`src/rtl/sio_pkg.sv`:
```
package sio_pkg;

    localparam int unsigned ADDR_W  = 3;
    localparam int unsigned DATA_W  = 8;
    localparam int unsigned IEN_W   = 4;
    localparam int unsigned N_SRC   = 2;

    localparam int unsigned SRC_RX  = 0;
    localparam int unsigned SRC_TX  = 1;
    localparam int unsigned DLAB_BIT = 7;

    localparam logic [DATA_W-1:0] LOOP_CODE  = 8'h1A;
    localparam logic [DATA_W-1:0] IDENT_NONE = 8'h01;
    localparam logic [DATA_W-1:0] IDENT_TX   = 8'h02;
    localparam logic [DATA_W-1:0] IDENT_RX   = 8'h04;
    localparam logic [DATA_W-1:0] LSTAT_IDLE = 8'h60;

    typedef logic [DATA_W-1:0] byte_t;

    typedef enum logic [ADDR_W-1:0] {
        OFS_DATA    = 3'd0,
        OFS_IEN     = 3'd1,
        OFS_IDENT   = 3'd2,
        OFS_LINE    = 3'd3,
        OFS_MODEM   = 3'd4,
        OFS_LSTAT   = 3'd5,
        OFS_MSTAT   = 3'd6,
        OFS_SCRATCH = 3'd7
    } ofs_e;

    typedef struct packed {
        logic rx_rd;
        logic tx_wr;
        logic dll_wr;
        logic dlm_wr;
        logic ien_wr;
        logic lcr_wr;
        logic mcr_wr;
        logic ident_rd;
    } access_t;

    function automatic byte_t ident_code(input logic rx_pend, input logic tx_pend);
        if (rx_pend)      return IDENT_RX;
        else if (tx_pend) return IDENT_TX;
        else              return IDENT_NONE;
    endfunction

    function automatic byte_t lstat_code(input logic avail);
        return LSTAT_IDLE | byte_t'(avail);
    endfunction

endpackage

```
`src/rtl/sio_decode.sv`:
```
module sio_decode
    import sio_pkg::*;
(
    input  logic [ADDR_W-1:0] addr,
    input  logic              rd,
    input  logic              wr,
    input  logic              dlab,
    output access_t           acc
);
    ofs_e ofs;

    always_comb begin
        ofs          = ofs_e'(addr);
        acc          = '0;
        acc.rx_rd    = rd && (ofs == OFS_DATA)  && !dlab;
        acc.tx_wr    = wr && (ofs == OFS_DATA)  && !dlab;
        acc.dll_wr   = wr && (ofs == OFS_DATA)  &&  dlab;
        acc.dlm_wr   = wr && (ofs == OFS_IEN)   &&  dlab;
        acc.ien_wr   = wr && (ofs == OFS_IEN)   && !dlab;
        acc.lcr_wr   = wr && (ofs == OFS_LINE);
        acc.mcr_wr   = wr && (ofs == OFS_MODEM);
        acc.ident_rd = rd && (ofs == OFS_IDENT);
    end
endmodule

```
`src/rtl/sio_irq_timer.sv`:
```
module sio_irq_timer #(
    parameter int unsigned DELAY = 450
) (
    input  logic clk,
    input  logic rst,
    input  logic arm,
    input  logic cancel,
    output logic fire
);
    localparam int unsigned CNT_W = $clog2(DELAY + 1);

    logic [CNT_W-1:0] cnt_q;
    logic             run_q;

    assign fire = run_q && (cnt_q == CNT_W'(1));

    always_ff @(posedge clk) begin
        if (rst) begin
            run_q <= 1'b0;
            cnt_q <= '0;
        end else if (cancel) begin
            run_q <= 1'b0;
            cnt_q <= '0;
        end else if (arm) begin
            run_q <= 1'b1;
            cnt_q <= CNT_W'(DELAY);
        end else if (run_q) begin
            if (cnt_q == CNT_W'(1)) begin
                run_q <= 1'b0;
                cnt_q <= '0;
            end else begin
                cnt_q <= cnt_q - CNT_W'(1);
            end
        end
    end
endmodule

```
`src/rtl/sio_regs.sv`:
```
module sio_regs
    import sio_pkg::*;
#(
    parameter int unsigned IRQ_DELAY = 450
) (
    input  logic        clk,
    input  logic        rst,
    input  logic [2:0]  bus_addr,
    input  logic        bus_rd,
    input  logic        bus_wr,
    input  logic [7:0]  bus_wdata,
    output logic [7:0]  bus_rdata,
    input  logic [7:0]  rx_byte,
    input  logic        rx_avail,
    output logic        rx_take,
    output logic [7:0]  tx_byte,
    output logic        tx_valid,
    output logic        irq,
    output logic        loop_test
);
    access_t          acc;
    logic [IEN_W-1:0] ier_q;
    byte_t            lcr_q;
    byte_t            mcr_q;
    byte_t            dll_q;
    byte_t            dlm_q;
    logic [N_SRC-1:0] pend_q;
    logic             irq_q;
    logic             rechk_q;
    byte_t            tx_byte_q;
    logic             tx_valid_q;

    logic [N_SRC-1:0] t_arm;
    logic [N_SRC-1:0] t_cancel;
    logic [N_SRC-1:0] t_fire;

    logic             dlab;
    logic             new_rx_on;
    logic             new_tx_on;

    assign dlab      = lcr_q[DLAB_BIT];
    assign new_rx_on = bus_wdata[SRC_RX] && rx_avail;
    assign new_tx_on = bus_wdata[SRC_TX];

    sio_decode u_dec (
        .addr (bus_addr),
        .rd   (bus_rd),
        .wr   (bus_wr),
        .dlab (dlab),
        .acc  (acc)
    );

    // Per-source start / stop requests
    assign t_arm[SRC_RX]    = (rechk_q && rx_avail && ier_q[SRC_RX])
                            || (acc.ien_wr && new_rx_on);
    assign t_cancel[SRC_RX] = acc.ien_wr && !new_rx_on;
    assign t_arm[SRC_TX]    = (acc.ien_wr && new_tx_on)
                            || (acc.tx_wr && ier_q[SRC_TX]);
    assign t_cancel[SRC_TX] = acc.ien_wr && !new_tx_on;

    for (genvar s = 0; s < N_SRC; s++) begin : g_src
        sio_irq_timer #(.DELAY(IRQ_DELAY)) u_tmr (
            .clk    (clk),
            .rst    (rst),
            .arm    (t_arm[s]),
            .cancel (t_cancel[s]),
            .fire   (t_fire[s])
        );
    end

    always_ff @(posedge clk) begin
        if (rst) begin
            ier_q      <= '0;
            lcr_q      <= '0;
            mcr_q      <= '0;
            dll_q      <= '0;
            dlm_q      <= '0;
            pend_q     <= '0;
            irq_q      <= 1'b0;
            rechk_q    <= 1'b0;
            tx_byte_q  <= '0;
            tx_valid_q <= 1'b0;
        end else begin
            // expiry first; bus side effects below take precedence
            for (int s = 0; s < N_SRC; s++) begin
                if (t_fire[s] && ier_q[s]) begin
                    irq_q     <= 1'b1;
                    pend_q[s] <= 1'b1;
                end
            end

            rechk_q    <= acc.rx_rd;
            tx_valid_q <= acc.tx_wr;

            if (acc.rx_rd) begin
                irq_q          <= 1'b0;
                pend_q[SRC_RX] <= 1'b0;
            end

            if (acc.ident_rd && !pend_q[SRC_RX] && pend_q[SRC_TX])
                pend_q[SRC_TX] <= 1'b0;

            if (acc.tx_wr) begin
                tx_byte_q      <= bus_wdata;
                irq_q          <= 1'b0;
                pend_q[SRC_TX] <= 1'b0;
            end

            if (acc.dll_wr) dll_q <= bus_wdata;
            if (acc.dlm_wr) dlm_q <= bus_wdata;
            if (acc.lcr_wr) lcr_q <= bus_wdata;
            if (acc.mcr_wr) mcr_q <= bus_wdata;

            if (acc.ien_wr) begin
                ier_q <= bus_wdata[IEN_W-1:0];
                if (t_cancel[SRC_TX]) begin
                    pend_q[SRC_TX] <= 1'b0;
                    irq_q          <= 1'b0;
                end
                if (t_cancel[SRC_RX]) begin
                    pend_q[SRC_RX] <= 1'b0;
                    irq_q          <= 1'b0;
                end
            end
        end
    end

    always_comb begin
        unique case (ofs_e'(bus_addr))
            OFS_DATA:    bus_rdata = dlab ? dll_q : (rx_avail ? rx_byte : '0);
            OFS_IEN:     bus_rdata = dlab ? dlm_q : byte_t'(ier_q);
            OFS_IDENT:   bus_rdata = ident_code(pend_q[SRC_RX], pend_q[SRC_TX]);
            OFS_LINE:    bus_rdata = lcr_q;
            OFS_LSTAT:   bus_rdata = lstat_code(rx_avail);
            OFS_MODEM,
            OFS_MSTAT,
            OFS_SCRATCH: bus_rdata = '0;
            default:     bus_rdata = '0;
        endcase
    end

    assign rx_take   = acc.rx_rd && rx_avail;
    assign tx_byte   = tx_byte_q;
    assign tx_valid  = tx_valid_q;
    assign irq       = irq_q;
    assign loop_test = (mcr_q == LOOP_CODE);

endmodule

```
`config.mk`:
```
export PLATFORM = sky130hd
export DESIGN_NAME = sio_regs
export DESIGN_NICKNAME = d
export VERILOG_FILES = /design/src/rtl/sio_pkg.sv /design/src/rtl/sio_decode.sv /design/src/rtl/sio_irq_timer.sv /design/src/rtl/sio_regs.sv
export SDC_FILE = /design/constraint.sdc
export NUM_CORES = 1
export LEC_CHECK = 0
export ABC_AREA = 1
export BUFFER_PORTS_ARGS = -buffer_cell sky130_fd_sc_hd__buf_2
export CORE_UTILIZATION = 55
export CTS_BUF_LIST = sky130_fd_sc_hd__clkbuf_4
export CTS_CLUSTER_SIZE = 20
export DETAILED_ROUTE_END_ITERATION = 6
export PLACE_DENSITY = 0.79
export REMOVE_ABC_BUFFERS = 1
export SYNTH_ARGS = -nofsm -noshare
export SYNTH_HDL_FRONTEND = slang
export SYNTH_SLANG_ARGS = --single-unit
export TNS_END_PERCENT = 20
```
`constraint.sdc`:
```
create_clock -name clk -period 1.6 [get_ports clk]
set_clock_uncertainty 0.1 [all_clocks]
set_input_delay 0.32 -clock clk [delete_from_list [all_inputs] [get_ports clk]]
set_output_delay 0.32 -clock clk [all_outputs]
set_load 0.005 [all_outputs]
```
* Word-level counts from Yosys, hierarchy flattened *
Index checks and enable logic that the tools add are counted.

operators by class
  add/subtract/negate cells = 2
  equality and inequality tests = 10
  reduce and logical (&&, ||, !) cells = 40
  muxes and demuxes = 33

operators by type and width
  operator               count
  $mux W9                6
  $pmux W8 S6            1
  $logic_and A1 B1 Y1    26
  $mux W8                3
  $mux W1                20
  $eq A9 B1 Y1 const B   2
  $sub A9 B1 Y9 const B  2
  $eq A3 B3 Y1 const B   4
  $reduce_or A3 Y1       3
  $eq A8 B5 Y1 const B   1
  $eq A3 B2 Y1 const B   2
  $logic_not A1 Y1       4
  $mux W2                2
  $reduce_bool A2 Y1     2
  $reduce_or A2 Y1       2
  $eq A3 B1 Y1 const B   1
  $logic_not A3 Y1       1
  $mux W3                1
  $logic_or A1 B1 Y1     2

storage, ports and cells
  input bits = 24
  register bits = 69
  word-level logic and storage cells = 101

* Logic depth before layout (Yosys ltp) *
Gate-level depths: netlist of run 1.

  depth after elaboration = 10
  depth in mapped cells = 9

* Hierarchy *
Synthesis of run 1 repeated with hierarchy kept, for this count alone.

second synthesis, totals
  cells, all modules = 469
  area total of the unflattened synthesis = 3309.4 sq um

by module, submodules not included
  module         instances  sequential area each (sq um)  cells an instance  area an instance (sq um)
  sio_regs       1          980.9                         289                2080.7
  sio_irq_timer  2          200.2                         79                 570.5
  sio_decode     1          0.0                           22                 87.6

* Least setup slack after synthesis of run 1 *
OpenSTA, ideal clock, no wires.

  kind = register to output
  start = reg lcr_q[7]
  end = out rx_take
  path slack = 0.088 ns
  required time = 1.180 ns
  cell stages (with the launch flop) = 8
  data arrival time = 1.092 ns
  cells stage by stage = dfxtp_1 > buf_6 > inv_1 > buf_6 > nand2_1 > nor2_1 > inv_1 > nor2_1

between the ends
  longest elaborated chain between the ends = 3

RTL lines
  item                      line              source
  start: declaration        sio_regs.sv:23    byte_t lcr_q;
  start signal: assignment  sio_regs.sv:111   if (acc.lcr_wr) lcr_q <= bus_wdata;
  $logic_not A1 Y1          sio_decode.sv:15  acc.rx_rd = rd && (ofs == OFS_DATA) && !dlab;
  $logic_and A1 B1 Y1       sio_decode.sv:15
  $logic_and A1 B1 Y1       sio_regs.sv:142   assign rx_take = acc.rx_rd && rx_avail;
  end: declaration          sio_regs.sv:15    output logic rx_take,

No other way between the ends.

* Final worst setup path of run 1 *
  start = reg lcr_q[7]
  end = out bus_rdata[1]

between the ends
  longest elaborated chain between the ends = 2
  elaborated cells between the ends (all ways) = 3

RTL lines
  item                               line                              source
  $mux W8, on equally long branches  sio_regs.sv:131, sio_regs.sv:130
  $pmux W8 S6 *                      sio_regs.sv:129                   unique case (ofs_e'(bus_addr))
  end: declaration                   sio_regs.sv:12                    output logic [7:0] bus_rdata,

Mark *: on every way between the ends. The rest lies on a longest branch, timed or not.

==> impl_metrics.sql, run 1 <==
INSERT INTO impl_metrics (metric_group, metric, value, unit) VALUES
('sta', 'fin_tns_setup', '-2700', 'ps'),
('sta', 'period_needed', '1920', 'ps'),
('clocking', 'insertion_delay', '420', 'ps'),
('yosys', 'synth.top_cell.area_share', '39.3', '%'),
('grt', 'grt-ovfl-total', '0', ''),
('run_status', 'outcome', 'finished with violations', ''),
('run_status', 'failed_checks', 'negative setup slack', ''),
('detailed_routing', 'first_pass_iters', '5', ''),
('power', 'max-vdd-ir-drop', '541', 'µV'),
('die', 'num_io_pins', '44', ''),
('yosys', 'synth_top_family_by_area', 'simple AND/OR/NAND/NOR gates', ''),
('yosys', 'synth_area_leaders', 'sky130_fd_sc_hd__dfxtp_1 39%, sky130_fd_sc_hd__nand2_1 9.5%, sky130_fd_sc_hd__o21ai_0 8.4%, sky130_fd_sc_hd__inv_1 7.6%, sky130_fd_sc_hd__nor2_1 7.6%', ''),
('grt', 'grt_first_pass_wirelength', '14100', 'µm'),
('yosys', 'yosys_most_used_dff', 'sky130_fd_sc_hd__dfxtp_1', ''),
('placed_design', 'place_inst', '637', ''),
('finish', 'commonest_non_fill_non_tap_cells_in_the_layout', '88 x sky130_fd_sc_hd__nand2_1, 70 x sky130_fd_sc_hd__inv_1, 68 x sky130_fd_sc_hd__nor2_1', ''),
('setup_path', 'path_buf_inv', '2', ''),
('sta', 'worst_pin_slew', '367', 'ps'),
('power', 'p_per_area', '828', 'nW/µm²'),
('finish', 'finalInstanceArea', '4210', 'µm²'),
('clocking', 'hold_buffers', '0', ''),
('finish', 'num-nets-final', '603', ''),
('setup_path', 'critical-path-top-cell-by-count', 'sky130_fd_sc_hd__nand2_1', ''),
('yosys', 'ys.warnings.count', '0', ''),
('clocking', 'cts_tree', 'yes', ''),
('setup_path', 'crit_family', 'flip-flops', ''),
('yosys', 'post_synth_xor_area_fraction', '1.75', '%'),
('setup_path', 'worst_ep_arrival_time', '1500', 'ps'),
('die', 'die_w', '81.9', 'µm'),
('clocking', 'htree_levels', '3', ''),
('finish', 'insertedDiodeCount', '0', ''),
('clocking', 'clockBufferDepth', '2', ''),
('detailed_routing', 'drc', '0', ''),
('yosys', 'postSynthCellCount', '502', ''),
('grt', 'initial_antenna_violation_count', '0', ''),
('sta', 'finalSetupViolations', '10', ''),
('setup_path', 'endpoint_type_of_the_worst_setup_path', 'output port', ''),
('worst_hold_path', 'hold_class', 'in -> reg', ''),
('yosys', 'post_synth_num_cell_types', '35', ''),
('placed_design', 'gp_routability_congestion', '1.00', ''),
('detailed_routing', 'route.detailed.vias_per_inst', '5.37', ''),
('setup_path', 'path_max_fanout', '8', ''),
('grt', 'maximum_number_of_pins_on_one_net_before_global_route_repair', '18', ''),
('detailed_routing', 'drtAntennaViolNets', '0', ''),
('setup_path', 'cp-start-kind', 'flop', ''),
('grt', 'groute.usage.overall', '27.8', '%'),
('placed_design', 'post_place_instance_area', '3970', 'µm²'),
('yosys', 'netlist_area', '3510', 'µm²'),
('yosys', 'async_flop_share', '0', '%'),
('finish', 'layoutNonFillerInstCount', '655', ''),
('yosys', 'synth-simple-area-share', '30.1', '%'),
('yosys', 'synth_edf_count', '0', ''),
('flow_run', 'cap_violations', '0', ''),
('die', 'die_height', '81.9', 'µm'),
('yosys', 'yosys-mux-area-fraction', '0', '%'),
('sta', 'timing.final.ws_setup', '-322', 'ps'),
('finish', 'share_of_cells_above_drive_strength_1', '21.6', '%'),
('setup_path', 'cp_peak_stage_delay', '390', 'ps'),
('detailed_routing', 'route.final.wire_length', '8790', 'µm'),
('clocking', 'cts_made_buffers', '9', ''),
('detailed_routing', 'route.vias.total', '3520', ''),
('sta', 'max_freq', '520', 'MHz'),
('finish', 'layout_commonest_cell', 'sky130_fd_sc_hd__nand2_1', ''),
('setup_path', 'cp_slowest_cell', 'sky130_fd_sc_hd__dfxtp_4', ''),
('yosys', 'synth_largest_area_cell', 'sky130_fd_sc_hd__dfxtp_1', ''),
('finish', 'n_fill_cell', '522', ''),
('clocking', 'cts.root.buffer_cell', 'sky130_fd_sc_hd__clkbuf_4', ''),
('setup_path', 'worst-endpoint-required', '1180', 'ps'),
('yosys', 'synth-seq-area-share', '39.3', '%'),
('clocking', 'clk_pin_slew_worst_setup_hold_paths', '130', 'ps'),
('placed_design', 'dp.final_hpwl', '6420', 'µm');
==> synth_stat cells (all sizes together), types with 2 or more instances <==
master / number
nor4: 2
clkbuf: 7
a22oi: 4
o211ai: 2
a21oi: 32
xnor2: 3
xor2: 4
o21bai: 2
a32oi: 2
buf: 9
inv: 72
nand4: 9
o21ai: 59
dfxtp: 69
nand2: 92
nor2: 76
ha: 4
nand3: 47
==> cell type report <==
cell class / count / area [µm²] / share of cell area (%)
multi-input combinational: 345 / 1790 / 42.6
sequential: 69 / 1390 / 32.9
timing repair buffer: 78 / 514 / 12.2
inverter: 72 / 273 / 6.48
tap: 75 / 93.8 / 2.23
clock inverter: 7 / 82.6 / 1.96
clock buffer: 9 / 67.6 / 1.61
==> path summary, 6_finish.rpt <==
path | from | endpoint | slack, ps | depth (start not counted)
worst max register to register | g_src[0].u_tmr.cnt_q[1] | g_src[0].u_tmr.cnt_q[0] | 100 | 9
worst max-delay path | lcr_q[7] | bus_rdata[1] | -320 | 7
worst min-delay path | bus_rd | pend_q[1] | 70 | 4
worst min register to register | dlm_q[3] | dlm_q[3] | 350 | 2
==> logic make-up (layout without fill, tap and decap cells) <==
| group | Yosys count | count (layout) |
|---|---|---|
| fa+ha+maj | 4 | 4 |
| flops | 69 | 69 |
| simple gates | 228 | 228 |
| xor+xnor | 7 | 7 |
| compound gates | 106 | 106 |
| buf+inv | 88 | 166 |
==> state kept, by name, summed over array words and instances (netlist names) <==
signal             flops
ier_q                  4
dlm_q                  8
g_src.u_tmr.cnt_q     18
dll_q                  8
pend_q                 2
g_src.u_tmr.run_q      2
tx_byte                8
mcr_q                  8
irq                    1
tx_valid               1
lcr_q                  8
rechk_q                1
==> timing repair <==
item / 4_1_cts / 5_1_grt
setup endpoints to repair: 10 / 18
buffers inserted: 0 / 2
pin swaps: 4 / 2
resized for setup: 13 / 16
==> stage by stage <==
| stage | util, % | hold WS (ps) | worst slack, ps |
|---|---|---|---|
| 4_1_cts | 68.7 | 56.4 | -330 |
| 2_1_floorplan | - | 289 | -256 |
| 5_1_grt | 69.8 | 62.2 | -421 |
| 6_report | 69.8 | 71.3 | -322 |
| 3_5_place_dp | 65.9 | 336 | -131 |
| 3_3_place_gp | 65.9 | 331 | -81.7 |
==> where the power goes <==
group | switching [mW] | total (mW) | internal (mW)
sequential | 0.0297 | 1.79 | 1.76
clock | 0.725 | 1.22 | 0.499
combinational | 0.282 | 0.471 | 0.190
total | 1.04 | 3.48 | 2.45
==> routing by layer <==
metal,global-route usage (%),vias up,routed length (µm),part of all wire [%]
met5,0,-,0,0
met4,12.8,0,203,2.3
met3,6.22,21,548,6.2
met2,41.9,127,3950,45
met1,37.5,1593,4090,47
li1,-,1779,-,-
==> tightest hold or removal path, cell delays in order <==
cell	delay (ps)
sky130_fd_sc_hd__buf_2	100
sky130_fd_sc_hd__nand2_1	50
sky130_fd_sc_hd__nand2_1	60
sky130_fd_sc_hd__nor2_1	30
Power figures use the tool's default switching activity.
==> inputs of run 2 (changes only) <==
--- a/config.mk
+++ b/config.mk
@@ -11,9 +11,10 @@
 export CTS_BUF_LIST = sky130_fd_sc_hd__clkbuf_4
 export CTS_CLUSTER_SIZE = 20
 export DETAILED_ROUTE_END_ITERATION = 6
-export PLACE_DENSITY = 0.79
+export PLACE_DENSITY = 0.8
 export REMOVE_ABC_BUFFERS = 1
 export SYNTH_ARGS = -nofsm -noshare
 export SYNTH_HDL_FRONTEND = slang
+export SYNTH_HIERARCHICAL = 1
 export SYNTH_SLANG_ARGS = --single-unit
 export TNS_END_PERCENT = 20
==> run 2 against run 1 <==
- the run still ends with negative setup slack left
- design area decreased by 2.5%
- first-iteration DRC count decreased by 26%
- highest routed layer unchanged
- sequential cell count unchanged
- critical path depth increased by 2
- largest power group unchanged
- critical path type unchanged
- synthesized cell count decreased by 6.6%
- fmax increased by 2.4%
- via count decreased by 7.2%
- combinational power decreased by 13%
==> impl_metrics.sql, run 2 <==
INSERT INTO impl_metrics (metric_group, metric, value, unit) VALUES
('run_status', 'outcome', 'finished with violations', ''),
('run_status', 'failed_checks', 'negative setup slack', ''),
('sta', 'hold_violations', '0', ''),
('placed_design', 'gp_routability_congestion', '0.847', ''),
('sta', 'final.hold.worst_slack', '64.9', 'ps'),
('setup_path', 'crit_type', 'reg -> out', ''),
('yosys', 'async_flop_share', '0', '%'),
('yosys', 'ys.warnings.count', '6', ''),
('power', 'int_pwr', '2.55', 'mW'),
('setup_path', 'reg2regPathDepth', '9', ''),
('finish', 'area_delta_synth_final', '24.0', '%'),
('placed_design', 'place_inst', '609', ''),
('clocking', 'clk_pin_slew_worst_setup_hold_paths', '110', 'ps'),
('setup_path', 'endpoint_type_of_the_worst_setup_path', 'output port', ''),
('grt', 'groute.usage.overall', '27.3', '%'),
('detailed_routing', 'drc', '0', ''),
('power', 'p_per_area', '842', 'nW/µm²'),
('sta', 'finalSetupViolations', '11', ''),
('placed_design', 'dpl_ws', '-206', 'ps'),
('detailed_routing', 'route.final.wire_length', '8120', 'µm'),
('yosys', 'synth.cells.most_frequent', '90 x sky130_fd_sc_hd__nand2_1, 69 x sky130_fd_sc_hd__dfxtp_1, 57 x sky130_fd_sc_hd__a21oi_1', ''),
('yosys', 'netlist_area', '3310', 'µm²'),
('sta', 'period_needed', '1880', 'ps'),
('finish', 'seqCellArea', '1390', 'µm²'),
('die', 'num_io_pins', '44', ''),
('yosys', 'synth_area_leaders', 'sky130_fd_sc_hd__dfxtp_1 42%, sky130_fd_sc_hd__nand2_1 10%, sky130_fd_sc_hd__a21oi_1 8.6%, sky130_fd_sc_hd__o21ai_0 6.4%, sky130_fd_sc_hd__inv_1 6.0%', ''),
('power', 'switching_power', '905', 'µW'),
('finish', 'insertedDiodeCount', '0', ''),
('sta', 'timing.final.ws_setup', '-276', 'ps'),
('clocking', 'insertion_delay', '420', 'ps'),
('finish', 'finalCoreUtilization', '72.7', '%'),
('grt', 'initial_antenna_violation_count', '0', ''),
('placed_design', 'dp.final_hpwl', '5940', 'µm'),
('setup_path', 'cp_peak_stage_delay', '410', 'ps'),
('setup_path', 'crit_cells', '9', ''),
('setup_path', 'critical-path-top-cell-by-count', 'sky130_fd_sc_hd__nand2_2', ''),
('yosys', 'synth.avg_cell_area', '7.06', 'µm²'),
('grt', 'grt_pass1_vias', '3011', ''),
('setup_path', 'cp_slowest_cell', 'sky130_fd_sc_hd__dfxtp_4', ''),
('clocking', 'tritoncts_num_sinks', '69', ''),
('yosys', 'synth.top_cell.area_share', '41.7', '%'),
('yosys', 'synth_largest_area_cell', 'sky130_fd_sc_hd__dfxtp_1', ''),
('detailed_routing', 'route.detailed.vias_per_inst', '5.22', ''),
('grt', 'maximum_number_of_pins_on_one_net_before_global_route_repair', '20', ''),
('detailed_routing', 'route.vias.total', '3268', ''),
('worst_hold_path', 'worstHoldPathCells', '2', ''),
('yosys', 'yosys_most_used_dff', 'sky130_fd_sc_hd__dfxtp_1', ''),
('clocking', 'clockBufferDepth', '2', ''),
('sta', 'maxSlewViolCount', '0', ''),
('setup_path', 'path_max_fanout', '5', ''),
('sta', 'final.period_utilization', '117', '%'),
('flow_run', 'cap_violations', '0', ''),
('yosys', 'synth_seq_cells', '69', ''),
('setup_path', 'worst-endpoint-required', '1180', 'ps'),
('grt', 'grt_first_pass_wirelength', '13300', 'µm'),
('sta', 'worst_pin_slew', '293', 'ps'),
('finish', 'n_fill_cell', '459', ''),
('placed_design', 'numPortBuffers', '43', ''),
('power', 'power.leakage', '1.86', 'nW'),
('power', 'max-vdd-ir-drop', '539', 'µV'),
('sta', 'max_freq', '533', 'MHz'),
('setup_path', 'crit_family', 'flip-flops', ''),
('finish', 'share_of_cells_above_drive_strength_1', '26.0', '%'),
('clocking', 'cts_tree', 'yes', ''),
('placed_design', 'post_place_instance_area', '3840', 'µm²'),
('grt', 'met2_usage', '47.4', '%'),
('detailed_routing', 'drtAntennaViolNets', '0', ''),
('grt', 'grt.met1_usage', '31.8', '%'),
('setup_path', 'cp_cell_sequence', 'buf_6 > inv_4 > nand2_2 > nand2_2 > nand2_2 > nand2_1 > nor2_1 > nand2_1 > buf_2', ''),
('setup_path', 'cp-start-kind', 'flop', ''),
('clocking', 'cts_made_buffers', '9', ''),
('detailed_routing', 'detail_route.wl_per_cell', '13.0', 'µm'),
('power', 'fin_total_pwr', '3.45', 'mW'),
('finish', 'commonest_non_fill_non_tap_cells_in_the_layout', '82 x sky130_fd_sc_hd__nand2_1, 68 x sky130_fd_sc_hd__dfxtp_1, 55 x sky130_fd_sc_hd__a21oi_1', ''),
('power', 'combinationalPowerShare', '11.9', '%'),
('die', 'coreArea', '5640', 'µm²'),
('finish', 'finalInstanceArea', '4100', 'µm²'),
('yosys', 'synth_edf_count', '0', ''),
('detailed_routing', 'first_pass_iters', '4', ''),
('finish', 'registers.top_by_ff_count', 'g_src.u_tmr/cnt_q', ''),
('finish', 'multiInputGateArea', '1720', 'µm²'),
('finish', 'layoutNonFillerInstCount', '626', ''),
('setup_path', 'path_buf_inv', '3', ''),
('clocking', 'htree_levels', '3', ''),
('finish', 'num-nets-final', '577', ''),
('yosys', 'post_synth_num_cell_types', '28', ''),
('setup_path', 'worst_ep_arrival_time', '1460', 'ps'),
('sta', 'timing.slew.headroom', '80.3', '%'),
('grt', 'met3_layer_usage_reported_by_global_route', '6.97', '%'),
('die', 'die_area', '6330', 'µm²'),
('grt', 'grt-ovfl-total', '0', ''),
('finish', 'layout_commonest_cell', 'sky130_fd_sc_hd__nand2_1', ''),
('die', 'die_height', '79.6', 'µm'),
('finish', 'largest_register_ff_count', '18', ''),
('yosys', 'synth-seq-area-share', '41.7', '%'),
('power', 'p_clk_share', '36.4', '%'),
('worst_hold_path', 'hold_class', 'in -> reg', ''),
('die', 'number_of_rows_created_at_floorplan', '27', ''),
('die', 'die_w', '79.6', 'µm'),
('yosys', 'synth.most_common_cell', 'sky130_fd_sc_hd__nand2_1', ''),
('sta', 'fin_tns_setup', '-2060', 'ps'),
('power', 'power_frac_seq', '51.7', '%'),
('sta', 'unrepaired_setup_endpoints_after_global_routing', 'yes', ''),
('power', 'power_switching_share', '26.2', '%'),
('die', 'initial_core_util', '58.7', '%'),
('grt', 'busiest_layer', 'met2', ''),
('clocking', 'cts.root.buffer_cell', 'sky130_fd_sc_hd__clkbuf_4', ''),
('yosys', 'postSynthCellCount', '469', ''),
('detailed_routing', 'violation_count_after_the_first_detailed_route_iteration', '145', '');
run 2: per-layer routing:
layer	vias up	part of all wire (%)	wire length, µm
li1	1703	-	-
met3	17	4.2	343
met5	-	0	0
met1	1480	44	3610
met2	68	49	3990
met4	0	2.2	176
run 2: repair_timing:
| action | CTS | global route |
|---|---|---|
| buffers inserted | 1 | 0 |
| pin swaps | 6 | 8 |
| hold buffers | 0 | 0 |
| resized for setup | 13 | 20 |
| setup endpoints to repair | 13 | 17 |
run 2: kinds of logic after synthesis:
kind of cell	synth area share [%]
AOI/OAI and AO/OA	18.3
xor gates and xnor gates	1.06
adders and majority gates	1.51
buffers and inverters	8.09
DFF	41.7
and+or+nand+nor	29.3
run 2: power by group through the flow:
| stage | sequential (mW) | combinational [mW] | clock [mW] |
|---|---|---|---|
| finish | 1.79 | 0.411 | 1.26 |
| global route | 1.79 | 0.456 | 1.36 |
| CTS | 1.79 | 0.395 | 1.28 |
| detailed placement | 1.83 | 0.386 | 0 |
| global placement | 1.82 | 0.375 | 0 |
| floorplan | 1.82 | 0.220 | 0 |
run 2: path summary, 6_finish.rpt:
| path | start | to | slack (ps) |
|---|---|---|---|
| worst min-delay path | rst | ier_q[0] | 60 |
| worst min register to register | tx_byte[7] | tx_byte[7] | 400 |
| worst max-delay path | lcr_q[7] | bus_rdata[0] | -280 |
| worst max register to register | lcr_q[7] | g_src[1].u_tmr/cnt_q[3] | 0 |
run 2: cell type report:
| cell class | instances | share of cell area, % |
|---|---|---|
| multi-input cells | 332 | 42.0 |
| flip-flops and latches | 69 | 33.8 |
| repair buffers | 80 | 12.8 |
| inverters | 57 | 5.40 |
| clock inverters | 7 | 2.20 |
| well taps | 72 | 2.20 |
| clock buffers | 9 | 1.65 |
run 2: worst reg2reg max path, cell delays in order (launching register included):
cell,delay (ps)
sky130_fd_sc_hd__dfxtp_4,410
sky130_fd_sc_hd__nor2_1,60
sky130_fd_sc_hd__buf_4,150
sky130_fd_sc_hd__buf_4,130
sky130_fd_sc_hd__nand2_1,90
sky130_fd_sc_hd__inv_1,60
sky130_fd_sc_hd__nor2_1,110
sky130_fd_sc_hd__nand2_1,100
sky130_fd_sc_hd__o21bai_1,200
sky130_fd_sc_hd__a21oi_1,130
